==> src/rtl/dih_pkg.sv <==
// Shared class codes, forwarding codes and lane count for the hazard unit.
// Assumes exactly two issue lanes per packet.
package dih_pkg;
    localparam int LANES  = 2;
    localparam int NSRC   = 2 * LANES;           // forwardable stage lanes
    localparam int FWD_W  = $clog2(NSRC + 1);

    typedef enum logic [1:0] {
        CLS_NOP = 2'd0,
        CLS_ALU = 2'd1,
        CLS_BR  = 2'd2,
        CLS_MEM = 2'd3
    } cls_e;
endpackage

==> src/rtl/dih_slot_rules.sv <==
// Packet legality: slot-class pairing for the selected mode and
// intra-packet read-after-write dependencies.
// Assumes NOP slots arrive already masked (rd=0, no uses).
module dih_slot_rules #(
    parameter int REG_W = 5
) (
    input  logic                                  alt_mode,
    input  logic [dih_pkg::LANES-1:0][1:0]        cls,
    input  logic [dih_pkg::LANES-1:0][REG_W-1:0]  rd,
    input  logic [dih_pkg::LANES-1:0][REG_W-1:0]  rs1,
    input  logic [dih_pkg::LANES-1:0][REG_W-1:0]  rs2,
    input  logic [dih_pkg::LANES-1:0]             use1,
    input  logic [dih_pkg::LANES-1:0]             use2,
    output logic                                  class_bad,
    output logic                                  dep_bad
);
    import dih_pkg::*;

    logic [LANES-1:0] reads_other;

    // Pairing rule: default needs exactly one MEM among two real slots,
    // alternate mode needs slot 1 to be ALU or NOP.
    always_comb begin
        if (alt_mode)
            class_bad = (cls[1] != CLS_NOP) && (cls[1] != CLS_ALU);
        else
            class_bad = (cls[0] != CLS_NOP) && (cls[1] != CLS_NOP) &&
                        ((cls[0] == CLS_MEM) == (cls[1] == CLS_MEM));
    end

    // Per slot: does it read the destination of its partner.
    for (genvar s = 0; s < LANES; s++) begin : g_dep
        localparam int O = LANES - 1 - s;
        always_comb begin
            reads_other[s] = (rd[O] != '0) &&
                             ((use1[s] && (rs1[s] == rd[O])) ||
                              (use2[s] && (rs2[s] == rd[O])));
        end
    end

    assign dep_bad = |reads_other;
endmodule

==> src/rtl/dih_stall_detect.sv <==
// Stall decision for the decode packet against older packets.
// Loads in execute stall any reader; branches also stall on an
// execute-stage ALU result and on a memory-stage load.
// Assumes rd=0 marks a lane that writes nothing.
module dih_stall_detect #(
    parameter int REG_W = 5
) (
    input  logic [dih_pkg::LANES-1:0][REG_W-1:0]  rs1,
    input  logic [dih_pkg::LANES-1:0][REG_W-1:0]  rs2,
    input  logic [dih_pkg::LANES-1:0]             use1,
    input  logic [dih_pkg::LANES-1:0]             use2,
    input  logic [dih_pkg::LANES-1:0]             is_br,
    input  logic [dih_pkg::LANES-1:0][REG_W-1:0]  ex_rd,
    input  logic [dih_pkg::LANES-1:0]             ex_ld,
    input  logic [dih_pkg::LANES-1:0][REG_W-1:0]  mm_rd,
    input  logic [dih_pkg::LANES-1:0]             mm_ld,
    output logic                                  stall
);
    import dih_pkg::*;

    logic [LANES-1:0][LANES-1:0] hit_ex;
    logic [LANES-1:0][LANES-1:0] hit_mm;
    logic [LANES-1:0][LANES-1:0] need;

    for (genvar s = 0; s < LANES; s++) begin : g_slot
        for (genvar l = 0; l < LANES; l++) begin : g_lane
            // Source match of slot s against older lane l in EX and MEM.
            always_comb begin
                hit_ex[s][l] = (ex_rd[l] != '0) &&
                               ((use1[s] && (rs1[s] == ex_rd[l])) ||
                                (use2[s] && (rs2[s] == ex_rd[l])));
                hit_mm[s][l] = (mm_rd[l] != '0) &&
                               ((use1[s] && (rs1[s] == mm_rd[l])) ||
                                (use2[s] && (rs2[s] == mm_rd[l])));
            end
            // Which matches cannot be covered by a forwarding path.
            always_comb begin
                need[s][l] = (hit_ex[s][l] && (ex_ld[l] || is_br[s])) ||
                             (hit_mm[s][l] && mm_ld[l] && is_br[s]);
            end
        end
    end

    assign stall = |need;
endmodule

==> src/rtl/dih_fwd_select.sv <==
// Forwarding select for one operand of the decode-stage branch.
// Candidates in fixed priority: MEM lane 0, MEM lane 1, WB lane 0,
// WB lane 1; code 0 selects the register file. Loads in MEM are not
// candidates since their data is not ready; register 0 never matches.
module dih_fwd_select #(
    parameter int REG_W = 5
) (
    input  logic                                  active,
    input  logic [REG_W-1:0]                      src,
    input  logic [dih_pkg::LANES-1:0][REG_W-1:0]  mm_rd,
    input  logic [dih_pkg::LANES-1:0]             mm_ld,
    input  logic [dih_pkg::LANES-1:0][REG_W-1:0]  wb_rd,
    output logic [dih_pkg::FWD_W-1:0]             code
);
    import dih_pkg::*;

    logic [NSRC-1:0][REG_W-1:0] cand_rd;
    logic [NSRC-1:0]            cand_ok;

    for (genvar l = 0; l < LANES; l++) begin : g_cand
        // Flatten older lanes into priority order with their eligibility.
        always_comb begin
            cand_rd[l]         = mm_rd[l];
            cand_ok[l]         = !mm_ld[l];
            cand_rd[LANES + l] = wb_rd[l];
            cand_ok[LANES + l] = 1'b1;
        end
    end

    // Lowest-index match wins; walk from the lowest priority upward.
    always_comb begin
        code = '0;
        if (active && (src != '0)) begin
            for (int k = NSRC - 1; k >= 0; k--) begin
                if (cand_ok[k] && (cand_rd[k] == src))
                    code = FWD_W'(k + 1);
            end
        end
    end
endmodule

==> src/rtl/dih_hazard_unit.sv <==
// Top of the dual-issue packet hazard unit. Masks NOP slots, combines
// the legality, stall and forwarding logic, and holds the sticky error.
// Assumes pre-decoded fields are valid every cycle and rd=0 means no write.
module dih_hazard_unit #(
    parameter int REG_W = 5
) (
    input  logic                     clk,
    input  logic                     rst_n,
    input  logic                     alt_mode,
    input  logic [1:0]               s0_cls,
    input  logic [REG_W-1:0]         s0_rd,
    input  logic [REG_W-1:0]         s0_rs1,
    input  logic [REG_W-1:0]         s0_rs2,
    input  logic                     s0_use1,
    input  logic                     s0_use2,
    input  logic [1:0]               s1_cls,
    input  logic [REG_W-1:0]         s1_rd,
    input  logic [REG_W-1:0]         s1_rs1,
    input  logic [REG_W-1:0]         s1_rs2,
    input  logic                     s1_use1,
    input  logic                     s1_use2,
    input  logic [REG_W-1:0]         ex0_rd,
    input  logic                     ex0_ld,
    input  logic [REG_W-1:0]         ex1_rd,
    input  logic                     ex1_ld,
    input  logic [REG_W-1:0]         mm0_rd,
    input  logic                     mm0_ld,
    input  logic [REG_W-1:0]         mm1_rd,
    input  logic                     mm1_ld,
    input  logic [REG_W-1:0]         wb0_rd,
    input  logic [REG_W-1:0]         wb1_rd,
    output logic                     pkt_bad,
    output logic                     err_flag,
    output logic                     stall,
    output logic [2:0]               fwd_a,
    output logic [2:0]               fwd_b
);
    import dih_pkg::*;

    logic [LANES-1:0][1:0]       raw_cls;
    logic [LANES-1:0][REG_W-1:0] raw_rd, raw_rs1, raw_rs2;
    logic [LANES-1:0]            raw_u1, raw_u2;
    logic [LANES-1:0][REG_W-1:0] m_rd, m_rs1, m_rs2;
    logic [LANES-1:0]            m_u1, m_u2, is_br;
    logic [LANES-1:0][REG_W-1:0] ex_rd, mm_rd, wb_rd;
    logic [LANES-1:0]            ex_ld, mm_ld;
    logic                        class_bad, dep_bad;
    logic                        br_any;
    logic [REG_W-1:0]            br_rs1, br_rs2;
    logic                        br_u1, br_u2;
    logic [FWD_W-1:0]            code_a, code_b;

    // Gather per-lane ports into arrays.
    always_comb begin
        raw_cls = {s1_cls, s0_cls};
        raw_rd  = {s1_rd, s0_rd};
        raw_rs1 = {s1_rs1, s0_rs1};
        raw_rs2 = {s1_rs2, s0_rs2};
        raw_u1  = {s1_use1, s0_use1};
        raw_u2  = {s1_use2, s0_use2};
        ex_rd   = {ex1_rd, ex0_rd};
        ex_ld   = {ex1_ld, ex0_ld};
        mm_rd   = {mm1_rd, mm0_rd};
        mm_ld   = {mm1_ld, mm0_ld};
        wb_rd   = {wb1_rd, wb0_rd};
    end

    for (genvar s = 0; s < LANES; s++) begin : g_mask
        // A NOP slot contributes no destination and no reads.
        always_comb begin
            m_rd[s]  = (raw_cls[s] == CLS_NOP) ? '0 : raw_rd[s];
            m_rs1[s] = raw_rs1[s];
            m_rs2[s] = raw_rs2[s];
            m_u1[s]  = (raw_cls[s] != CLS_NOP) && raw_u1[s];
            m_u2[s]  = (raw_cls[s] != CLS_NOP) && raw_u2[s];
            is_br[s] = (raw_cls[s] == CLS_BR);
        end
    end

    dih_slot_rules #(.REG_W(REG_W)) u_rules (
        .alt_mode (alt_mode),
        .cls      (raw_cls),
        .rd       (m_rd),
        .rs1      (m_rs1),
        .rs2      (m_rs2),
        .use1     (m_u1),
        .use2     (m_u2),
        .class_bad(class_bad),
        .dep_bad  (dep_bad)
    );

    dih_stall_detect #(.REG_W(REG_W)) u_stall (
        .rs1  (m_rs1),
        .rs2  (m_rs2),
        .use1 (m_u1),
        .use2 (m_u2),
        .is_br(is_br),
        .ex_rd(ex_rd),
        .ex_ld(ex_ld),
        .mm_rd(mm_rd),
        .mm_ld(mm_ld),
        .stall(stall)
    );

    // Pick the branch slot: slot 0 first, else slot 1.
    always_comb begin
        br_any = |is_br;
        if (is_br[0]) begin
            br_rs1 = m_rs1[0]; br_rs2 = m_rs2[0];
            br_u1  = m_u1[0];  br_u2  = m_u2[0];
        end else begin
            br_rs1 = m_rs1[1]; br_rs2 = m_rs2[1];
            br_u1  = m_u1[1];  br_u2  = m_u2[1];
        end
    end

    dih_fwd_select #(.REG_W(REG_W)) u_fwd_a (
        .active(br_any && br_u1),
        .src   (br_rs1),
        .mm_rd (mm_rd),
        .mm_ld (mm_ld),
        .wb_rd (wb_rd),
        .code  (code_a)
    );

    dih_fwd_select #(.REG_W(REG_W)) u_fwd_b (
        .active(br_any && br_u2),
        .src   (br_rs2),
        .mm_rd (mm_rd),
        .mm_ld (mm_ld),
        .wb_rd (wb_rd),
        .code  (code_b)
    );

    // Drive the packet status and forwarding outputs.
    always_comb begin
        pkt_bad = class_bad || dep_bad;
        fwd_a   = 3'(code_a);
        fwd_b   = 3'(code_b);
    end

    // Sticky error: set by any illegal packet, cleared only by reset.
    always_ff @(posedge clk) begin
        if (!rst_n)
            err_flag <= 1'b0;
        else if (pkt_bad)
            err_flag <= 1'b1;
    end
endmodule

==> config.mk <==
export PLATFORM = sky130hd
export DESIGN_NAME = dih_hazard_unit
export DESIGN_NICKNAME = d
export VERILOG_FILES = /design/src/rtl/dih_pkg.sv /design/src/rtl/dih_slot_rules.sv /design/src/rtl/dih_stall_detect.sv /design/src/rtl/dih_fwd_select.sv /design/src/rtl/dih_hazard_unit.sv
export SDC_FILE = /design/constraint.sdc
export NUM_CORES = 1
export LEC_CHECK = 0
export BUFFER_PORTS_ARGS = -buffer_cell sky130_fd_sc_hd__buf_4
export CORE_ASPECT_RATIO = 1.5
export CORE_UTILIZATION = 47
export DETAILED_ROUTE_END_ITERATION = 7
export GPL_TIMING_DRIVEN = 0
export PLACE_DENSITY = 0.79
export RECOVER_POWER = 25
export SETUP_SLACK_MARGIN = 0.4
export SYNTH_ARGS = -nofsm -noshare
export SYNTH_HDL_FRONTEND = slang
export SYNTH_HIERARCHICAL = 1
export SYNTH_SLANG_ARGS = --single-unit
==> constraint.sdc <==
create_clock -name clk -period 3.4 [get_ports clk]
set_input_delay 0.85 -clock clk [delete_from_list [all_inputs] [get_ports clk]]
set_output_delay 0.85 -clock clk [all_outputs]
set_load 0.02 [all_outputs]
==> out/results.ini <==
[timing]
tightest_slew_ns=0.355
rsz0062_at_grt=true
skew_ns=0
finalHoldViolations=0
fin_crit_ns=3.78
period_share_pct=111
max_slew_margin_pct=76.3
whs_ns=0.475
worst_slack_ns=-0.379
setup_viol=6
maxSlewViolCount=0
clock.fmax_mhz=265

[floorplan]
die_x_um=61.0
ioPinCount=84
start_util_pct=49.7
dieArea_mm2=0.00551
fp-row-count=31
die_h_um=90.4
fp.coreArea_mm2=0.00493

[layout]
top_register=err_flag
reg_top3=err_flag: 1 flops
nets=504
stdcell_count=493
drive_gt1_share_pct=46.4
antenna-diode-count=0
synthToLayoutAreaGrowth_pct=52.2
largest_reg_flops=1

[detailed_routing]
viasPerCell=5.79
drt.antenna.violating_nets=0
wl_per_cell_um=19.5
num_vias=2854
drcViolationCount=0
finalWirelength_mm=9.61
first_pass_iters=4
drtIter0Drc=226

[grt]
grt_pass1_vias=2981
grt_first_pass_wirelength_mm=14.0
overflow=0
grt_max_degree=9
track_usage_pct=33.0
antenna_found_initial=0

[worst_setup_path]
arrival_ns=2.93
criticalPathCategory=in2out
end_kind=primary output
path_max_fanout=8
cp-start-kind=input port
cp.required_ns=2.55

[logic_synthesis]
yosysMostFrequentCell=xnor2_1
ys_top_cells_by_count=xnor2_1 (81), xor2_1 (60), clkbuf_1 (18)
ys_seq_elements=1
syn_avg_cell_area_um2=7.58
synth_top_area_share_pct=29.0
yosysSeqAreaShare_pct=0.817
synth.cell_area_mm2=0.00245
synthFlopType=dfxtp_1
yosysWarnings=6
ys_types=37
syn-num-nets=398
synth_edf_count=0
ys_top_cells_by_area=xnor2_1 (29%), xor2_1 (21%), mux2_4 (5.5%)
async_flop_share_pct=0
synth_largest_area_cell=xnor2_1
synthesis.instances=323

[pwr]
p_sw_uw=271
p_per_area_mw_per_mm2=153
comb_power_share_pct=97.5
power_frac_seq_pct=2.5
p_clk_share_pct=0
leakagePower_nw=1.54
switching_share_pct=47.7
irDropWorstVdd_mv=0.107
internal_power_uw=298

[placement]
dp_hpwl_mm=6.12
placed_cells=462
dp_worst_setup_slack_ns=-0.352
gp_congestion=0.966
portBuffers=73

[min_path]
hold_class=reg2reg

[flow_run]
cap_violations=0

[cts]
worstSkewPairLatency_ns=0
clk_pin_slew_worst_paths_ns=0

[status]
violations=negative setup slack
status=complete, but fails checks

placed cells by master (no fill, tap or decap), types with 3 or more instances in the layout:
cell type  count
nand4_1       14
o211ai_1       4
nand3_1       12
mux2_2         3
nor2_1         7
buf_8          4
buf_2          7
or4_4          5
o21ai_1        3
xor2_1        60
clkbuf_2       5
nor2_4         3
nor2b_2        4
nor2b_4       10
buf_12         3
buf_6         21
buf_4         87
mux2_4         9
nand2_1       10
nor3_2         5
o21ai_4        3
xnor2_1       72
clkbuf_1       8
nor4_1        10
a21oi_1        5
nor3_1         8
xnor2_2        9
per-layer routing:
layer  wire length (µm)  share of wire [%]  track usage (%)  vias to the layer above
met5                  0                  0                0                        -
met4                543                5.7             19.1                        0
met1               3480                 36             35.3                     1337
met3                587                6.1             3.30                       53
met2               4990                 52             59.0                      167
li1                   -                  -                -                     1297
metrics by stage:
step	utilization (%)	power (mW)	area, µm²	TNS [ns]
floorplan	-	0.305	2500	0
global placement	63.7	0.449	3140	-1.56
detailed placement	63.7	0.458	3140	-1.75
CTS	73.0	0.524	3590	-1.31
global route	75.7	0.599	3730	-1.90
finish	75.7	0.569	3730	-1.66
area by class of cell:
cell class	instances	area, µm²
Inverter	1	3.75
Timing Repair Buffer	104	881
Tap cell	66	82.6
Multi-Input combinational cell	286	2480
Buffer	35	262
Sequential cell	1	20.0
Fill cell	364	1200
critical path, cell delays in order:
cell	delay, ns
buf_8	0.10
nor2b_4	0.18
buf_12	0.16
mux2_4	0.31
buf_6	0.13
xnor2_1	0.18
nand4_1	0.14
or3_1	0.40
a21oi_1	0.22
nor2_1	0.08
buf_4	0.16
cells by family after synthesis:
kind of cell | after synthesis | share of synthesized area [%]
multiplexers | 12 | 6.89
flip-flops | 1 | 0.817
AO/OA/AOI/OAI | 26 | 7.10
AND/OR/NAND/NOR | 107 | 26.0
XOR/XNOR | 141 | 50.4
buffers and inverters | 36 | 8.78
what timing repair did:
item                       4_1_cts  5_1_grt
pin swaps                       29       25
setup buffers                   29        2
gates resized for setup         64       32
cloned                           0        0
setup endpoints to repair        8        8
hold buffers                     0        0
power by group through the flow:
stage / logic (mW) / registers, mW / clock network (mW)
global placement: 0.435 / 0.0139 / 0
finish: 0.555 / 0.0141 / 0
CTS: 0.510 / 0.0140 / 0
detailed placement: 0.444 / 0.0140 / 0
floorplan: 0.290 / 0.0156 / 0
global route: 0.585 / 0.0144 / 0
path summary, 6_finish.rpt:
check / start / end / slack (ns) / depth (start not counted)
worst max-delay path: s0_cls[0] / fwd_a[0] / -0.38 / 11
worst min-delay path: err_flag$_SDFFE_PN0P_ / err_flag$_SDFFE_PN0P_ / 0.48 / 1
worst max register to register: err_flag$_SDFFE_PN0P_ / err_flag$_SDFFE_PN0P_ / 2.81 / 1
worst min register to register: err_flag$_SDFFE_PN0P_ / err_flag$_SDFFE_PN0P_ / 0.48 / 1
Power figures use the tool's default switching activity.
